File: src/rtl/hilo_mac_pkg.sv
// Shared types for the HI/LO multiply-accumulate unit.
// Assumes a 3-bit op code; codes above the last legal one are reserved.
package hilo_mac_pkg;

    typedef enum logic [2:0] {
        OP_MUL_S  = 3'd0,
        OP_MUL_U  = 3'd1,
        OP_MADD_S = 3'd2,
        OP_MADD_U = 3'd3,
        OP_MSUB_S = 3'd4,
        OP_MSUB_U = 3'd5
    } mac_op_e;

    typedef enum logic [1:0] {
        ACC_LOAD = 2'd0,
        ACC_ADD  = 2'd1,
        ACC_SUB  = 2'd2
    } acc_mode_e;

    // True when the code names one of the six operations.
    function automatic logic op_is_legal(input logic [2:0] op);
        return op <= 3'd5;
    endfunction

    // True when the operands are treated as two's complement.
    function automatic logic op_is_signed(input logic [2:0] op);
        return (op <= 3'd5) && !op[0];
    endfunction

    // How the product is combined with the accumulator.
    function automatic acc_mode_e op_acc_mode(input logic [2:0] op);
        acc_mode_e m;
        case (op)
            3'd2, 3'd3: m = ACC_ADD;
            3'd4, 3'd5: m = ACC_SUB;
            default:    m = ACC_LOAD;
        endcase
        return m;
    endfunction

endpackage

File: src/rtl/hilo_mac_ctrl.sv
// Sequencing for the multiply-accumulate unit.
// Accepts a start only when idle and the op code is legal, keeps busy high
// for one cycle, then pulses done as the accumulator commits.
// Assumes a fixed two-edge latency with no stalls.
module hilo_mac_ctrl
    import hilo_mac_pkg::*;
(
    input  logic       clk,
    input  logic       rst_n,
    input  logic       start_i,
    input  logic [2:0] op_i,
    output logic       accept_o,
    output logic       busy_o,
    output logic       done_o
);

    logic busy_q;
    logic done_q;

    // A start is taken only between operations and only for a legal code.
    always_comb accept_o = start_i && !busy_q && op_is_legal(op_i);

    // Busy covers the cycle between acceptance and commit; done follows it.
    always_ff @(posedge clk) begin
        if (!rst_n) begin
            busy_q <= 1'b0;
            done_q <= 1'b0;
        end else begin
            busy_q <= accept_o;
            done_q <= busy_q;
        end
    end

    assign busy_o = busy_q;
    assign done_o = done_q;

endmodule

File: src/rtl/hilo_mac_mul.sv
// First stage: extends both operands according to the op's signedness,
// multiplies them to a 2*DW product and registers it with the accumulate mode.
// Assumes load_i is high only for an accepted start.
module hilo_mac_mul
    import hilo_mac_pkg::*;
#(
    parameter int DW = 32
) (
    input  logic            clk,
    input  logic            rst_n,
    input  logic            load_i,
    input  logic [2:0]      op_i,
    input  logic [DW-1:0]   a_i,
    input  logic [DW-1:0]   b_i,
    output logic [2*DW-1:0] prod_o,
    output acc_mode_e       mode_o
);

    localparam int PW = 2 * DW;

    logic [DW-1:0] opnd [2];
    logic [PW-1:0] ext  [2];
    logic          sgn;
    logic [PW-1:0] prod_d;
    logic [PW-1:0] prod_q;
    acc_mode_e     mode_q;

    assign opnd[0] = a_i;
    assign opnd[1] = b_i;

    // Signedness of both operands follows the op code.
    always_comb sgn = op_is_signed(op_i);

    // Widen each operand by sign or zero extension.
    for (genvar g = 0; g < 2; g++) begin : g_ext
        always_comb ext[g] = {{DW{sgn & opnd[g][DW-1]}}, opnd[g]};
    end

    // Low 2*DW bits of the widened product are exact for both signednesses.
    always_comb prod_d = ext[0] * ext[1];

    // Capture the product and the mode when an operation is accepted.
    always_ff @(posedge clk) begin
        if (!rst_n) begin
            prod_q <= '0;
            mode_q <= ACC_LOAD;
        end else if (load_i) begin
            prod_q <= prod_d;
            mode_q <= op_acc_mode(op_i);
        end
    end

    assign prod_o = prod_q;
    assign mode_o = mode_q;

endmodule

File: src/rtl/hilo_mac_acc.sv
// HI/LO accumulator pair. On commit it loads, adds or subtracts the product
// modulo 2^(2*DW); otherwise it accepts independent move-to writes.
// Assumes commit_i is high exactly in the cycle an operation is in flight.
module hilo_mac_acc
    import hilo_mac_pkg::*;
#(
    parameter int DW = 32
) (
    input  logic            clk,
    input  logic            rst_n,
    input  logic            commit_i,
    input  acc_mode_e       mode_i,
    input  logic [2*DW-1:0] prod_i,
    input  logic            hi_wr_i,
    input  logic [DW-1:0]   hi_wdata_i,
    input  logic            lo_wr_i,
    input  logic [DW-1:0]   lo_wdata_i,
    output logic [DW-1:0]   hi_o,
    output logic [DW-1:0]   lo_o
);

    localparam int PW = 2 * DW;

    logic [DW-1:0] hi_q;
    logic [DW-1:0] lo_q;
    logic [PW-1:0] acc;
    logic [PW-1:0] next_acc;

    assign acc = {hi_q, lo_q};

    // Select the committed value; the add and subtract wrap silently.
    always_comb begin
        case (mode_i)
            ACC_ADD: next_acc = acc + prod_i;
            ACC_SUB: next_acc = acc - prod_i;
            default: next_acc = prod_i;
        endcase
    end

    // Commit has priority; move-to writes only land when nothing is in flight.
    always_ff @(posedge clk) begin
        if (!rst_n) begin
            hi_q <= '0;
            lo_q <= '0;
        end else if (commit_i) begin
            hi_q <= next_acc[PW-1:DW];
            lo_q <= next_acc[DW-1:0];
        end else begin
            if (hi_wr_i) hi_q <= hi_wdata_i;
            if (lo_wr_i) lo_q <= lo_wdata_i;
        end
    end

    assign hi_o = hi_q;
    assign lo_o = lo_q;

endmodule

File: src/rtl/hilo_mac.sv
// Top of the HI/LO multiply-accumulate unit: control, multiply stage and
// accumulator pair. Results appear two edges after an accepted start.
module hilo_mac
    import hilo_mac_pkg::*;
#(
    parameter int DW = 32
) (
    input  logic          clk,
    input  logic          rst_n,
    input  logic          start_i,
    input  logic [2:0]    op_i,
    input  logic [DW-1:0] a_i,
    input  logic [DW-1:0] b_i,
    input  logic          hi_wr_i,
    input  logic [DW-1:0] hi_wdata_i,
    input  logic          lo_wr_i,
    input  logic [DW-1:0] lo_wdata_i,
    output logic [DW-1:0] hi_o,
    output logic [DW-1:0] lo_o,
    output logic          busy_o,
    output logic          done_o
);

    localparam int PW = 2 * DW;

    logic          accept;
    logic          busy;
    logic [PW-1:0] prod;
    acc_mode_e     mode;

    hilo_mac_ctrl u_ctrl (
        .clk      (clk),
        .rst_n    (rst_n),
        .start_i  (start_i),
        .op_i     (op_i),
        .accept_o (accept),
        .busy_o   (busy),
        .done_o   (done_o)
    );

    hilo_mac_mul #(.DW(DW)) u_mul (
        .clk    (clk),
        .rst_n  (rst_n),
        .load_i (accept),
        .op_i   (op_i),
        .a_i    (a_i),
        .b_i    (b_i),
        .prod_o (prod),
        .mode_o (mode)
    );

    hilo_mac_acc #(.DW(DW)) u_acc (
        .clk        (clk),
        .rst_n      (rst_n),
        .commit_i   (busy),
        .mode_i     (mode),
        .prod_i     (prod),
        .hi_wr_i    (hi_wr_i),
        .hi_wdata_i (hi_wdata_i),
        .lo_wr_i    (lo_wr_i),
        .lo_wdata_i (lo_wdata_i),
        .hi_o       (hi_o),
        .lo_o       (lo_o)
    );

    assign busy_o = busy;

endmodule

File: config.mk
export PLATFORM = sky130hd
export DESIGN_NAME = hilo_mac
export DESIGN_NICKNAME = d
export VERILOG_FILES = /design/src/rtl/hilo_mac_pkg.sv /design/src/rtl/hilo_mac_ctrl.sv /design/src/rtl/hilo_mac_mul.sv /design/src/rtl/hilo_mac_acc.sv /design/src/rtl/hilo_mac.sv
export SDC_FILE = /design/constraint.sdc
export NUM_CORES = 2
export LEC_CHECK = 0
export ABC_AREA = 1
export BUFFER_PORTS_ARGS = -buffer_cell sky130_fd_sc_hd__buf_2
export CAP_MARGIN = 20
export CORE_MARGIN = 2
export CORE_UTILIZATION = 35
export DETAILED_ROUTE_END_ITERATION = 7
export PLACE_DENSITY = 0.6
export RECOVER_POWER = 25
export SETUP_SLACK_MARGIN = 0.2
export SLEW_MARGIN = 30
export SYNTH_ARGS = -nofsm -noshare
export SYNTH_HDL_FRONTEND = slang
export SYNTH_SLANG_ARGS = --single-unit
export TNS_END_PERCENT = 100
File: constraint.sdc
create_clock -name clk -period 19 [get_ports clk]
set_clock_uncertainty 0.05 [all_clocks]
set_input_delay 1.9 -clock clk [delete_from_list [all_inputs] [get_ports clk]]
set_output_delay 1.9 -clock clk [all_outputs]
set_load 0.1 [all_outputs]
==> metrics.cfg <==
[run_status]
failed_checks = capacitance limit, slew limit
outcome = finished with violations

[cts]
clock_sinks = 132
cts_tree = done
clockBufferDepth = 2
postCtsSetupRepairBufs = 0
htree_levels = 4
clkTransAtPathRegs_ns = 0.06
ctsHoldBuffers = 0
clock-root-buffer = clkbuf_16
cts_resized = 0
cts_buffers = 17
clk_latency_ns = 0.50

[layout]
fillers = 16020
area_delta_synth_final_pct = 6.299
drive_above_1_share_pct = 4.859
finalNonFillerCells = 9367
regArea_um2 = 2643
final_common_cell = inv_1
multi_input_area_um2 = 41650
fin_nets = 8873
final_cell_mix = inv_1, nand2_1, fa_1

[sta]
timing.final.crit_share_pct = 52.76
setup-violations-final = 0
grt_setup_unrepaired = false
fin_crit_ns = 10.02
final.setup.tns_ns = 0
hold_violations = 0
tightest_slew_ns = 3.371
fmax_ghz = 0.09976
final-max-slew-violation-count = 144
slew_headroom_pct = -124.7

[critical_path]
required_ns = 19.32
crit_family = adder cells
critPathMaxFanout = 32
crit_buf_inv = 6
critPathLaunchType = primary input
worst_setup_path_end_kind = flop
cp_common_cell = fa_1
r2r-start = u_mul.mode_o[0]
cp_slowest_stage_delay_ns = 1.09
cpMaxStageDelayCell = fa_1
ff2ff_setup_slack_ns = 14.03
crit_start = b_i[1]
crit_arrival_ns = 10.34
worstSetupPathType = primary input to flop

[synthesis]
yosys_warnings = 0
syn_inst = 7378
synth_sequential_area_ratio_pct = 4.984
syn_nets = 8917
async_reset_ff_share_pct = 0
synth-seq-cells = 132
synth_area_um2 = 53020
ys_types = 52
synth-main-ff-cell = dfxtp_1
syn_area_per_cell_um2 = 7.186
synth_edf_count = 0

[floorplanning]
fp.dieW_um = 393.2
dieArea_um2 = 154600
io_pins = 202
start_util_pct = 35.31
die_h_um = 393.2
row_count = 142
core_um2 = 150100

[global_route]
grt_antenna_before_repair = 6
grt_pass1_wl_mm = 293.7
grt_max_degree = 77
grt_pass1_vias = 49000
track_usage_pct = 25.07
grt_overflow_total = 0

[worst_hold_path]
hold_path.startpoint = u_acc.lo_o[0]
min_path_type = flop to flop

[route]
first_iter_violations = 3448
viasPerCell = 4.957
via_count = 46430
drc = 0
ant_nets = 0
drt_first_pass_iters = 6
routedWlPerCell_um = 20.33
wl_mm = 190.4

[placed_design]
io_buffers = 201
placedCellCount = 9328
dp_hpwl_mm = 157.8
globalplace.congestion = 0.9792

[run]
cap_violations = 2

## sequential cells by signal, summed over array words and instances, names as in the netlist
name	count
u_mul.prod_o	64
u_ctrl.done_o	1
u_ctrl.busy_o	1
u_acc.hi_o	32
u_mul.mode_o	2
u_acc.lo_o	32
## layer usage
layer	global-route usage [%]	vias to the layer above	part of all wire, %
met5	0	-	0.024
met4	8.770	8	3.7
met3	2.426	318	6.2
met2	42.16	1695	47
met1	33.61	23200	43
li1	-	21210	-
## worst paths after layout
check             cells after the start               end
hold / removal                        2     u_acc.lo_o[0]
setup reg to reg                     21    u_acc.hi_o[28]
setup / recovery                     27  u_mul.prod_o[63]
hold reg to reg                       2     u_acc.lo_o[0]
## worst min-delay path: cells and delay by family (launching register included)
family / cells / cell delay, ns
buffers and inverters: 1 / 0.07
AO/OA/AOI/OAI: 1 / 0.07
flip-flops: 1 / 0.31
## kinds of logic (layout without fill, tap and decap cells)
kind of cell	after synthesis	in the layout	share of synthesized area, %
fa+ha+maj	1403	1403	49.05
xor+xnor	120	120	1.982
other cells	0	4	0
flops	132	132	4.984
compound gates	650	650	6.481
simple gates	2750	2750	21.03
buf+inv	2323	2292	16.47
## through the flow
step / utilization [%] / setup WS (ns) / hold WS, ns / area, µm²
floorplan: - / 9.816 / 0.4183 / 53020
global placement: 37.09 / 8.572 / 0.4485 / 55680
detailed placement: 37.11 / 8.459 / 0.4522 / 55710
CTS: 37.53 / 8.991 / 0.4590 / 56350
global route: 37.53 / 8.433 / 0.4853 / 56350
finish: 37.54 / 8.976 / 0.4671 / 56360
## cell usage after synthesis, types with 5 or more instances
master	count	share of area, %
a21o_1	5	0.071
a21oi_1	307	2.9
a31oi_1	7	0.083
and3_1	10	0.12
buf_1	6	0.042
buf_2	10	0.094
clkbuf_1	292	2.1
clkinv_1	5	0.035
dfxtp_1	132	5.0
fa_1	1126	43
ha_1	277	6.5
inv_1	1968	14
inv_2	42	0.30
nand2_1	1965	14
nand2_2	14	0.17
nand3_1	185	1.7
nand3b_1	8	0.11
nand4_1	55	0.65
nor2_1	407	2.9
nor2_2	26	0.31
nor2_4	5	0.11
nor3_1	31	0.29
nor4_1	10	0.12
o211ai_1	11	0.16
o21ai_0	247	2.3
o21ai_1	37	0.35
o21bai_1	12	0.17
o31ai_1	5	0.071
or2_1	5	0.059
or2_2	7	0.083
xnor2_1	17	0.28
xor2_1	103	1.7
## final cells by class
cell class                      count  share of cell area (%)
Clock inverter                     14                  0.3397
Clock buffer                       18                  0.7793
Multi-Input combinational cell   4923                   73.90
Sequential cell                   132                   4.689
Tap cell                         2016                   4.476
Inverter                         2015                   13.43
Antenna cell                        4                 0.01776
Timing Repair Buffer              245                   2.369
Power is left out: the tool's default activity adds up to more than one toggle a clock period on the data nets, which glitch-free logic cannot reach.
